--- src/rtl/obsrPkg.sv ---
package obsrPkg;

  localparam int RegAddrW = 3;

  typedef enum logic [2:0] {
    SEL_PAD1 = 3'd0,
    SEL_PAD2 = 3'd1,
    SEL_NMI  = 3'd2,
    SEL_IRQ  = 3'd3,
    SEL_STAT = 3'd4,
    SEL_IO   = 3'd5,
    SEL_NONE = 3'd6
  } regSel_e;

  // strobes from control to datapath
  typedef struct packed {
    logic    rdEn;
    regSel_e sel;
    logic    wrPad;
    logic    wrIo;
    logic    clrNmi;
    logic    clrIrq;
  } ctlStrobe_t;

endpackage

--- src/rtl/obsrControl.sv ---
module obsrControl
  import obsrPkg::*;
(
  input  logic [RegAddrW-1:0] busAddr,
  input  logic                busRd,
  input  logic                busWr,
  output ctlStrobe_t          strb
);

  regSel_e sel;

  always_comb begin
    case (busAddr)
      3'd0:    sel = SEL_PAD1;
      3'd1:    sel = SEL_PAD2;
      3'd2:    sel = SEL_NMI;
      3'd3:    sel = SEL_IRQ;
      3'd4:    sel = SEL_STAT;
      3'd5:    sel = SEL_IO;
      default: sel = SEL_NONE;
    endcase
  end

  always_comb begin
    strb.rdEn   = busRd;
    strb.sel    = sel;
    // only offset 0 touches the shared latch; offset 1 writes are dropped
    strb.wrPad  = busWr && (sel == SEL_PAD1);
    strb.wrIo   = busWr && (sel == SEL_IO);
    strb.clrNmi = busRd && (sel == SEL_NMI);
    strb.clrIrq = busRd && (sel == SEL_IRQ);
  end

endmodule

--- src/rtl/obsrDatapath.sv ---
module obsrDatapath
  import obsrPkg::*;
#(
  parameter int HCNT_W       = 11,
  parameter int VCNT_W       = 9,
  parameter int HB_LO        = 2,
  parameter int HB_HI        = 1096,
  parameter int CHIP_VERSION = 2
) (
  input  logic              clk,
  input  logic              rstN,
  input  ctlStrobe_t        strb,
  input  logic [7:0]        busWrData,
  input  logic [7:0]        openBus,
  input  logic [1:0]        padSerial1,
  input  logic [1:0]        padSerial2,
  input  logic              nmiSet,
  input  logic              irqSet,
  input  logic [HCNT_W-1:0] hCount,
  input  logic [VCNT_W-1:0] vCount,
  input  logic [VCNT_W-1:0] visibleLines,
  input  logic              autoPollBusy,
  output logic [7:0]        rdData,
  output logic              padLatch,
  output logic              counterLatchPulse
);

  localparam int NumFlags = 2;
  localparam logic [HCNT_W-1:0] hbLo = HCNT_W'(HB_LO);
  localparam logic [HCNT_W-1:0] hbHi = HCNT_W'(HB_HI);
  localparam logic [3:0] verBits = 4'(CHIP_VERSION);

  logic [NumFlags-1:0] flagSet, flagClr, flagQ;
  logic [7:0] ioReg;
  logic hBlank, vBlank;

  assign flagSet = {irqSet, nmiSet};
  assign flagClr = {strb.clrIrq, strb.clrNmi};

  // interrupt flags: set wins over read-clear
  for (genvar i = 0; i < NumFlags; i++) begin : gFlag
    always_ff @(posedge clk) begin
      if (!rstN)           flagQ[i] <= 1'b0;
      else if (flagSet[i]) flagQ[i] <= 1'b1;
      else if (flagClr[i]) flagQ[i] <= 1'b0;
    end


    flag_clear_chk: assert property (@(posedge clk) disable iff (!rstN)
      $past(flagClr[i] && !flagSet[i]) |-> !flagQ[i]);

    flag_set_chk: assert property (@(posedge clk) disable iff (!rstN)
      $past(flagSet[i]) |-> flagQ[i]);
  end

  always_ff @(posedge clk) begin
    if (!rstN) begin
      padLatch          <= 1'b0;
      ioReg             <= 8'hFF;
      counterLatchPulse <= 1'b0;
    end else begin
      if (strb.wrPad) padLatch <= busWrData[0];
      if (strb.wrIo)  ioReg    <= busWrData;
      counterLatchPulse <= strb.wrIo && ioReg[7] && !busWrData[7];
    end
  end


  pad_hold_chk: assert property (@(posedge clk) disable iff (!rstN)
    !$past(strb.wrPad) |-> $stable(padLatch));

  latch_single_chk: assert property (@(posedge clk) disable iff (!rstN)
    counterLatchPulse |=> !counterLatchPulse);

  latch_cause_chk: assert property (@(posedge clk) disable iff (!rstN)
    counterLatchPulse |-> ($past(strb.wrIo) && $past(ioReg[7]) && !ioReg[7]));

  assign hBlank = (hCount <= hbLo) || (hCount >= hbHi);
  assign vBlank = (vCount >= visibleLines);

  always_comb begin
    rdData = 8'h00;
    if (strb.rdEn) begin
      case (strb.sel)
        SEL_PAD1: rdData = {openBus[7:2], padSerial1};
        SEL_PAD2: rdData = {openBus[7:5], 3'b111, padSerial2};
        SEL_NMI:  rdData = {flagQ[0], openBus[6:4], verBits};
        SEL_IRQ:  rdData = {flagQ[1], openBus[6:0]};
        SEL_STAT: rdData = {vBlank, hBlank, openBus[5:1], autoPollBusy};
        SEL_IO:   rdData = ioReg;
        default:  rdData = openBus;
      endcase
    end
  end

endmodule

--- src/rtl/openBusStatusRegs.sv ---
module openBusStatusRegs
  import obsrPkg::*;
#(
  parameter int HCNT_W       = 11,
  parameter int VCNT_W       = 9,
  parameter int HB_LO        = 2,
  parameter int HB_HI        = 1096,
  parameter int CHIP_VERSION = 2
) (
  input  logic              clk,
  input  logic              rstN,
  input  logic [2:0]        busAddr,
  input  logic              busRd,
  input  logic              busWr,
  input  logic [7:0]        busWrData,
  input  logic [7:0]        openBus,
  input  logic [1:0]        padSerial1,
  input  logic [1:0]        padSerial2,
  input  logic              nmiSet,
  input  logic              irqSet,
  input  logic [HCNT_W-1:0] hCount,
  input  logic [VCNT_W-1:0] vCount,
  input  logic [VCNT_W-1:0] visibleLines,
  input  logic              autoPollBusy,
  output logic [7:0]        rdData,
  output logic              padLatch,
  output logic              counterLatchPulse
);

  ctlStrobe_t strb;

  obsrControl uCtl (
    .busAddr (busAddr),
    .busRd   (busRd),
    .busWr   (busWr),
    .strb    (strb)
  );

  obsrDatapath #(
    .HCNT_W       (HCNT_W),
    .VCNT_W       (VCNT_W),
    .HB_LO        (HB_LO),
    .HB_HI        (HB_HI),
    .CHIP_VERSION (CHIP_VERSION)
  ) uDp (
    .clk               (clk),
    .rstN              (rstN),
    .strb              (strb),
    .busWrData         (busWrData),
    .openBus           (openBus),
    .padSerial1        (padSerial1),
    .padSerial2        (padSerial2),
    .nmiSet            (nmiSet),
    .irqSet            (irqSet),
    .hCount            (hCount),
    .vCount            (vCount),
    .visibleLines      (visibleLines),
    .autoPollBusy      (autoPollBusy),
    .rdData            (rdData),
    .padLatch          (padLatch),
    .counterLatchPulse (counterLatchPulse)
  );


  pad2_ones_chk: assert property (@(posedge clk) disable iff (!rstN)
    (busRd && busAddr == 3'd1) |-> (rdData[4:2] == 3'b111));

endmodule

--- config.mk ---
export PLATFORM = sky130hd
export DESIGN_NAME = openBusStatusRegs
export DESIGN_NICKNAME = d
export VERILOG_FILES = /design/src/rtl/obsrPkg.sv /design/src/rtl/obsrControl.sv /design/src/rtl/obsrDatapath.sv /design/src/rtl/openBusStatusRegs.sv
export SDC_FILE = /design/constraint.sdc
export NUM_CORES = 1
export LEC_CHECK = 0
export ABC_AREA = 0
export BUFFER_PORTS_ARGS = -buffer_cell sky130_fd_sc_hd__buf_2
export CAP_MARGIN = 25
export CORE_UTILIZATION = 36
export DETAILED_ROUTE_END_ITERATION = 10
export PLACE_DENSITY = 0.73
export SYNTH_ARGS = -nofsm -noshare
export SYNTH_HDL_FRONTEND = slang
export SYNTH_SLANG_ARGS = --single-unit
--- constraint.sdc ---
create_clock -name clk -period 1.6 [get_ports clk]
set_clock_uncertainty 0.05 [all_clocks]
set_input_delay 0.08 -clock clk [delete_from_list [all_inputs] [get_ports clk]]
set_output_delay 0.08 -clock clk [all_outputs]
set_load 0.01 [all_outputs]
=== Word-level counts from Yosys, hierarchy flattened ===
Index checks and enable logic that the tools add are counted.

* Register bits: 12
* Input port bits: 59
* Output and inout port bits: 10

* Magnitude comparators: 3
* Equal/unequal tests: 10
* Multiplexer cells: 7
* Reductions and logical operators: 12

{| class="wikitable"
|+ Operators with widths
! cell !! count
|-
| one-hot mux 8 bit (6 select lines) || 1
|-
| one-hot mux 3 bit (6 select lines) || 1
|-
| == test 3 x 2 -> 1 bit, second input constant || 4
|-
| == test 3 bit, second input constant || 4
|-
| greater-or-equal comparator 11 bit, second input constant || 1
|-
| less-or-equal comparator 11 x 2 -> 1 bit, second input constant || 1
|-
| greater-or-equal comparator 9 bit || 1
|-
| two-way mux 8 bit || 1
|-
| == test 3 x 1 -> 1 bit, second input constant || 2
|-
| logical AND 1 bit || 6
|-
| zero test 3 bit || 2
|-
| two-way mux 1 bit || 4
|-
| nonzero test 2 bit || 2
|-
| zero test 1 bit || 1
|-
| logical OR 1 bit || 1
|}

=== Longest topological paths before layout ===
Gate-level depths: netlist (run 1).

* Word-level depth: 6
* Gate-level depth with buffers: 9
* Mapped depth without buffers: 8

=== Cells and area by module ===
Synthesis (run 1) repeated with hierarchy kept, for this count alone.

* Cell total of the unflattened synthesis: 128
* Area, all modules: 1,038.5 um^2

{| class="wikitable"
|+ By module, submodules not included
! module !! times used !! cells an instance !! area an instance (um^2) !! sequential area each (um^2)
|-
| obsrDatapath || 1 || 120 || 965.9 || 240.2
|-
| obsrControl || 1 || 8 || 72.6 || 0.0
|}

=== Least setup slack after synthesis (run 1) ===
OpenSTA, ideal clock, no wires.

* Path kind: input -> output
* Start: input port busAddr[1]
* End: output port rdData[1]
* Arrival time: 1,607 ps
* Required time: 1,470 ps
* Setup slack: -137 ps
* Cell stages on the path: 8
* Path buffers: 1
* Cells stage by stage: buf_4 nor2b_2 inv_1 ha_1 or3b_1 a21oi_2 o21ai_0 a21boi_0

* Cells in the longest elaborated chain, start to end: 5

{| class="wikitable"
|+ RTL lines
! what !! line !! RTL
|-
| start: declaration || openBusStatusRegs.sv:12 || <nowiki>input logic [2:0] busAddr,</nowiki>
|-
| == test 3 bit (tied with other cells) || obsrControl.sv:13 || <nowiki>case (busAddr)</nowiki>
|-
| one-hot mux 3 bit (6 select lines) (*) || obsrControl.sv:13 ||
|-
| == test 3 bit (tied with other cells) || obsrDatapath.sv:84 || <nowiki>case (strb.sel)</nowiki>
|-
| one-hot mux 8 bit (6 select lines) (*) || obsrDatapath.sv:84 ||
|-
| two-way mux 8 bit (*) || obsrDatapath.sv:83 || <nowiki>if (strb.rdEn) begin</nowiki>
|-
| end: declaration || openBusStatusRegs.sv:25 || <nowiki>output logic [7:0] rdData,</nowiki>
|}

Mark *: on every way between the ends. The rest lies on a longest branch, timed or not.

=== Worst setup path in the final report (run 1) ===
* Start: input port busAddr[1]
* End: output port rdData[3]

Same word-level chain as after synthesis.

==> results of run 1 <==
metal layers:
metal	share of wire [%]	up-vias	global-route usage [%]
li1	-	679	-
met1	41	572	24.3
met2	50	58	34.1
met3	6.1	12	1.38
met4	3.1	0	11.8
met5	0	-	0
what timing repair did:
action / 4_1_cts / 5_1_grt
buffers inserted: 1 / 2
hold buffers: 9 / 0
hold endpoints to repair: 10 / 0
setup endpoints to repair: 5 / 7
pin swaps: 5 / 11
gates resized for setup: 7 / 7
critical path, stage by stage:
cell      delay (ns)
buf_8           0.11
nor2b_4         0.11
inv_2           0.05
ha_4            0.15
or3b_4          0.38
a21oi_4         0.15
or2_4           0.15
a222oi_1        0.06
nor2b_1         0.12
buf_2           0.13
cell usage after synthesis:
cell | count | share of area, %
o22ai_1 | 2 | 1.2
buf_2 | 3 | 1.4
nor2b_1 | 6 | 3.5
clkbuf_1 | 2 | 0.70
buf_1 | 1 | 0.35
o31ai_1 | 1 | 0.70
nand3b_1 | 2 | 1.4
or3b_1 | 1 | 0.82
nor3_1 | 4 | 1.9
nor2b_2 | 1 | 0.82
o21ai_0 | 7 | 3.3
a32o_1 | 1 | 0.94
dfxtp_1 | 12 | 23
mux2i_1 | 4 | 3.8
or2_1 | 1 | 0.59
nor2_8 | 1 | 1.9
a21oi_1 | 6 | 2.8
and2_1 | 2 | 1.2
nand3_1 | 11 | 5.2
nor3b_1 | 2 | 1.4
buf_4 | 2 | 1.4
a21boi_0 | 3 | 2.1
inv_1 | 12 | 4.2
ha_1 | 10 | 12
nand2b_1 | 2 | 1.2
and3_1 | 3 | 1.8
mux2_2 | 2 | 2.1
a2111oi_0 | 1 | 0.82
nor2_1 | 4 | 1.4
nand2_1 | 25 | 8.8
a22oi_1 | 1 | 0.70
o211ai_1 | 1 | 0.70
a21oi_2 | 1 | 0.82
a21o_1 | 2 | 1.4
a31oi_1 | 3 | 1.8
a222oi_1 | 3 | 2.8
final timing paths:
check                                             end  slack, ns          from
worst max-delay path                        rdData[3]      -0.02    busAddr[1]
worst min-delay path                     uDp.flagQ[0]      0.005        nmiSet
worst max register to register  uDp.counterLatchPulse       0.91  uDp.ioReg[7]
worst min register to register           uDp.ioReg[1]       0.42  uDp.ioReg[1]
flip-flops by register name, summed over array words and instances, names as in the netlist:
register               cells
uDp.counterLatchPulse      1
uDp.flagQ                  2
uDp.ioReg                  8
uDp.padLatch               1
cell families (layout without fill, tap and decap cells):
group | Yosys count | after routing | synth area share, %
simple gates | 65 | 65 | 31.8
flops | 12 | 12 | 22.5
buf+inv | 20 | 104 | 8.09
compound gates | 32 | 32 | 20.0
fa+ha+maj | 10 | 10 | 11.7
mux | 6 | 6 | 5.86
power by group:
group	leakage (nW)	internal, mW	switching, mW
combinational	0.794	0.192	0.151
sequential	0.0983	0.310	0.00573
clock	0.0138	0.0869	0.0912
cell type report:
class / count / area (um2)
Tap cell: 31 / 38.8
Clock buffer: 3 / 22.5
Fill cell: 270 / 1110
Sequential cell: 12 / 240
Timing Repair Buffer: 89 / 541
Inverter: 12 / 45.0
Multi-Input combinational cell: 113 / 783
layout by cell type, fill, tap and decap left out, types with 4 or more instances in the layout:
master,n
nor2b_1,6
dfxtp_1,12
o21ai_0,5
inv_1,11
nand3_1,11
nor3_1,4
nor2_1,4
a21oi_1,6
nand2_1,25
buf_4,12
ha_1,9
dlygate4sd3_1,9
buf_2,66
mux2i_1,4
per-stage QoR:
| step | hold WS (ns) | instances |
|---|---|---|
| 2_1_floorplan | 0.107 | 145 |
| 3_3_place_gp | 0.218 | 245 |
| 3_5_place_dp | 0.213 | 245 |
| 4_1_cts | 0.00743 | 258 |
| 5_1_grt | 0.0350 | 260 |
| 6_report | 0.00515 | 260 |
==> results, run 1 <==
- The transition time at the pin with the least slew margin is between 0.3 and 0.4 ns.
- At the end of the flow the core is filled with cells to 60.1%.
- The count of nets left with antenna violations once routing finished came out at 0.
- Setup violations remaining at the end of the flow were counted as 2.
- Detailed placement ended at an HPWL of 2230 um.
- The total DRC errors in the routed layout is 0.
- The worst path uses 101% of the clock period.
- The total overflow left after global routing is 0.
- Max-cap violations in this run came to 0.
- The number of diodes added for antenna fixing is 0.
- The via-per-instance ratio is slightly above 5.
- The overall fraction of global-route tracks in use is 19.9%.
- For the worst flop-to-flop path, the logic depth is 2.
- IR analysis of the VDD net gives a maximum drop of 0.513 mV.
- When the netlist entered floorplanning its net count stood at 214.
- The number of stages on the worst hold path is 3.
- Cells with a size suffix above 1 make up 41.0% of the layout.
- The normalized max-slew margin is slightly below 80%.
- For this block, the initial DRC count from the detailed router was 37.
- The critical path startpoint category is a primary input.
- The synthesized instance count is 145.
- The clock passes through at most 2 buffers.
- The number of top-level pins is 69.
- After detailed routing, the average wire length per cell comes to 11.0 um.
- In this run the worst path has a maximum fanout of 4.
- The setup slack after layout is -0.0233 ns.
- The required time of the worst setup path is approximately 1.5 ns.
- After clock tree synthesis, the clock-pin slew on the worst setup and hold paths is approximately 0.060 ns.
- The first detailed-routing pass took 4 iterations.
- The total clock buffers created by CTS is 3.
- The congestion estimate from routability-driven global placement came to 0.831.
- The tree is rooted in a clkbuf_4.
- Prior to clock tree synthesis, the placed netlist has a worst setup slack of -0.0962 ns.
- The net count reported at finish is 300.
- Total power for the finished layout comes to approximately 840 uW.
- The number of antenna violations at the first check in global routing is 0.
- The sequential-to-total area share from yosys stat is 22.5%.
- The layout overhead on the synthesized area is 56.5%.
- The placement-stage cell area is between 1000 and 1500 um2.
- The routed design could run at a clock period as short as about 1.6 ns.
- The first global-routing pass estimated 5170 um of wire.
- Counting every sink on the clock net gives 12.
- The post-route standard cell area excluding fillers is 1670 um2.
- TritonCTS built the clock tree.
- Summed over all failing endpoints, the final setup total negative slack is -0.0383 ns.
- The critical path in this run is classified as in2out.
- Measured along the x axis, the die boundary spans around 56 um.
- Yosys mapped the design onto 36 distinct sky130hd cell types.
- For this run, the number of Yosys warnings is 0.
- The standby leakage power is 0.906 nW.
- The count of final hold-check violations came to 0.
- The floorplan step defined a core boundary enclosing 2780 um2.
- The flow ran to the end, but the final reports show violations.
- Averaged over all synthesized cells, the footprint is 7.36 um2.
- The final reports fail on negative setup slack.
- In this run the vertical extent of the chip is about 56 um.
- The class of the tightest hold or removal check is in2reg.
- The mapped netlist covers between 1000 and 1500 um2.
- The endpoint class of the critical path is a primary output.
- The routed layout has 1321 vias.
- Clock latency on the worst-skew pair, taken at its later pin, is 0.26 ns.
- The critical path arrival is 1.49 ns.
- Static timing analysis puts the maximum clock frequency at 0.616 GHz.
- The maximum level of the CTS H-tree is 1.
- The maximum number of pins on one net before global-route repair is 13.
- Setup repair after global routing could not meet its margin everywhere.
- The wire length reported by the detailed router is 2860 um.
- The power density over cell area is approximately 500 nW/um2.
- The total count of max-transition violations in the final report is 0.
- The die covers 3190 um2.
- For this configuration, the core starts out at a cell density of 38.4%.
- The count of buffers from port buffering is between 60 and 70.
- The via count of the first global-routing pass is 1315.
- The row count is 19.
- The count of state elements after synthesis is 12.
Power figures use the tool's default switching activity.
==> inputs of run 2 (changes only) <==
==> constraint.sdc (replaced) <==
create_clock -name clk -period 1.45 [get_ports clk]
set_clock_uncertainty 0.05 [all_clocks]
set_input_delay 0.0725 -clock clk [delete_from_list [all_inputs] [get_ports clk]]
set_output_delay 0.0725 -clock clk [all_outputs]
set_load 0.01 [all_outputs]
==> run 2 against run 1 <==
  * The flow still finishes with violations (negative setup slack)
  * Global-route usage hardly changed
  * Sequential power is 10% higher
  * Count of clock-buffer cells in the layout is 1 higher
==> results, run 2 (synthesis gave the netlist of run 1 again) <==
- The number of stages on the worst hold path is 2 (-1).
- The path depth of the worst reg2reg path is 2 (unchanged).
- The post-DP HPWL came to 2320 um (+3.9%).
- The total count of max-transition violations in the final report is 0 (unchanged).
- Counting flops per register, the top entry is uDp.ioReg.
- Setup repair after global routing could not meet its margin everywhere.
- The number of top-level pins is 69 (unchanged).
- The total DRC errors in the routed layout is 0 (unchanged).
- The total clock buffers created by CTS came to 3 (unchanged).
- The overall fraction of global-route tracks in use is 19.9% (about the same).
- The transition time at the pin with the least slew margin is 0.331 ns (-0.00220 ns).
- The top cell types in the final layout, fill and taps aside, are buf_2 (66), nand2_1 (24), buf_4 (13).
- The layout overhead on the synthesized area is 61.7%.
- The power density over cell area is 582 nW/um2 (+16%).
- After global routing, the most crowded layer is met2.
- The via count of the first global-routing pass is 1264 (-3.9%).
- The number of antenna violations at the first check in global routing was 0 (unchanged).
- The required time of the worst setup path is 1.33 ns (-0.14 ns).
- The max-cap violation count is 0 (unchanged).
- The standby leakage power was 0.932 nW (+2.9%).
- The number of vias in the routed layout is 1341 (+1.5%).
- In this run the clock root is driven by a clkbuf_4.
- The wire length reported by the detailed router is 2970 um (+3.7%).
- The net count reported at finish is 304 (+1.3%).
- The shortest clock period the worst path allows after layout is 1.68 ns.
- The count of buffers from port buffering was 68 (unchanged).
- The floorplan core area is 2780 um2 (unchanged).
- The slowest cell on the critical path is or3b_1.
- The signal on the critical path passes through buf_8, nor2b_4, inv_2, ha_4, or3b_1, a21oi_2, or2_1, a222oi_1, nor2b_1, buf_2.
- The endpoint class of the critical path is a primary output.
- The clock network latency to the later pin of the worst-skew pair is 0.27 ns (about the same).
- The run finished, with violations left.
- The maximum number of pins on one net before global-route repair came to 13 (unchanged).
- The first-pass iteration count of the detailed router is 6 (+2).
- The global-route wire length before repair is 5110 um (-1.1%).
- The tightest min-delay check is of the in2reg type.
- The wire length per cell after detailed routing is 11.2 um (+1.8%).
- The clock input transition at the sequential cells of the worst setup and hold paths came to 0.07 ns (about the same).
- The die height is 56.5 um (unchanged).
- The slack of the worst reg-to-reg path was 0.74 ns (-0.17 ns).
- The setup slack after layout is -0.227 ns (-0.204 ns).
- The number of diodes added for antenna fixing is 0 (unchanged).
- The number of nets still failing antenna checks after routing is 0 (unchanged).
- The post-route standard cell area excluding fillers is 1730 um2 (+3.3%).
- The met3 track utilization from global routing is 3.00% (+1.6 points).
- The core utilization of the finished layout came to 62.0% (+2.0 points).
- The path with the worst hold slack has its endpoint at uDp.ioReg[0].
- The normalized max-slew margin is 77.4% (+0.15 points).
- The worst register-to-register path begins at uDp.ioReg[7].
- The final setup violation count is 6 (+4).
- The row count is 19 (unchanged).
- The family of cells with the greatest summed delay on the critical path is simple AND/OR/NAND/NOR gates.
- The fraction of final layout cells with drive strength greater than 1 is 42.3% (+1.3 points).
- The placement-stage cell area is 1510 um2 (+2.2%).
- The global-route met2 utilization is 37.8% (+3.7 points).
- The largest fanout of any net on the critical path came to 4 (unchanged).
- The post-placement worst setup slack is -0.248 ns (-0.152 ns).
- The number of violations reported at the end of detailed-routing iteration 0 is 65 (+76%).
- The largest registers in the layout are uDp.ioReg (8), uDp.flagQ (2).
- The number of buffers and inverters on the critical path was 3 (unchanged).
- The total clock sinks is 12 (unchanged).
- The final period utilization is 116%.
- The count of final hold-check violations is 0 (unchanged).
- The buffer levels on the longest clock path is 2 (unchanged).
- In this run the critical register-to-register path is captured at uDp.counterLatchPulse.
- The starting utilization of the core area is 38.4% (unchanged).
- The total power of the final layout is 1.00 mW (+20%).
- The die outline area was 3190 um2 (unchanged).
- The via-per-instance ratio is 5.06 (-0.40%).
- The overall die width is 56.5 um (unchanged).
- The critical path arrival is 1.55 ns (+0.06 ns).
- The worst ir drop on vdd is 0.700 mV (+36%).
- The delay of the slowest cell on the worst path is 0.36 ns (-0.02 ns).
- The CTS tree is done.
- The total overflow reported by the global router is 0 (unchanged).
- The worst setup path is of the in2out kind.
- The worst hold path startpoint is rstN.
- The flip-flop count of the largest register, all copies and words added came to 8 (unchanged).
- The maximum level of the CTS H-tree is 1 (unchanged).
- The met1 usage in global routing was 22.6% (-1.7 points).
- The worst setup path is launched from a primary input.
- The checks that failed: negative setup slack.
- Derived from the worst setup path, the maximum achievable clock frequency is 0.596 GHz.
- The leading cell type in the layout, fill and taps excluded is buf_2.
- The weighted congestion reported at the end of routability-driven placement is 0.846 (+1.8%).
## run 2: per-stage QoR
stage	hold slack, ns	cells	TNS [ns]
5_1_grt	0.0129	265	-1.34
3_3_place_gp	0.222	247	-0.949
2_1_floorplan	0.0991	145	-0.203
3_5_place_dp	0.225	247	-1.23
6_report	0.0250	265	-0.770
4_1_cts	0.0202	263	-0.707
## run 2: timing repair
item	in CTS	in global routing
gates resized for setup	6	10
endpoints found under the hold margin	11	0
pin swaps	7	13
hold buffers	10	0
buffers inserted	2	2
setup endpoints to repair	8	8
## run 2: worst max path at each step
stage,start,end,slack (ns),cells past startpoint
3_5_place_dp,busAddr[1],rdData[3],-0.25,10
5_1_grt,busAddr[1],rdData[3],-0.31,10
6_report,busAddr[1],rdData[3],-0.23,10
4_1_cts,busAddr[1],rdData[3],-0.22,10
3_3_place_gp,busAddr[1],rdData[2],-0.19,10
2_1_floorplan,busAddr[1],rdData[2],-0.09,9
## run 2: worst reg2reg max path: cells and delay by family (launching register included)
| family | cells | cell delay (ns) |
|---|---|---|
| flops | 1 | 0.37 |
| simple gates | 2 | 0.20 |
## run 2: cell type report
cell class	count	area, um2
fillers	268	1060
repair buffers	93	577
flip-flops and latches	12	240
multi-input cells	113	788
clock buffers	4	36.3
inverters	12	45.0
well taps	31	38.8
## run 2: routing by layer
layer  vias to the layer above  share of wire [%]
met3                         4                6.7
met2                        57                 52
li1                        693                  -
met1                       587                 40
met4                         0               0.98
met5                         -                  0
## run 2: power by group
part	internal [mW]	switching [mW]	total, mW	leakage [nW]
combinational	0.220	0.172	0.392	0.813
sequential	0.342	0.00703	0.349	0.0983
clock	0.153	0.110	0.262	0.0210
total	0.715	0.288	1.00	0.932
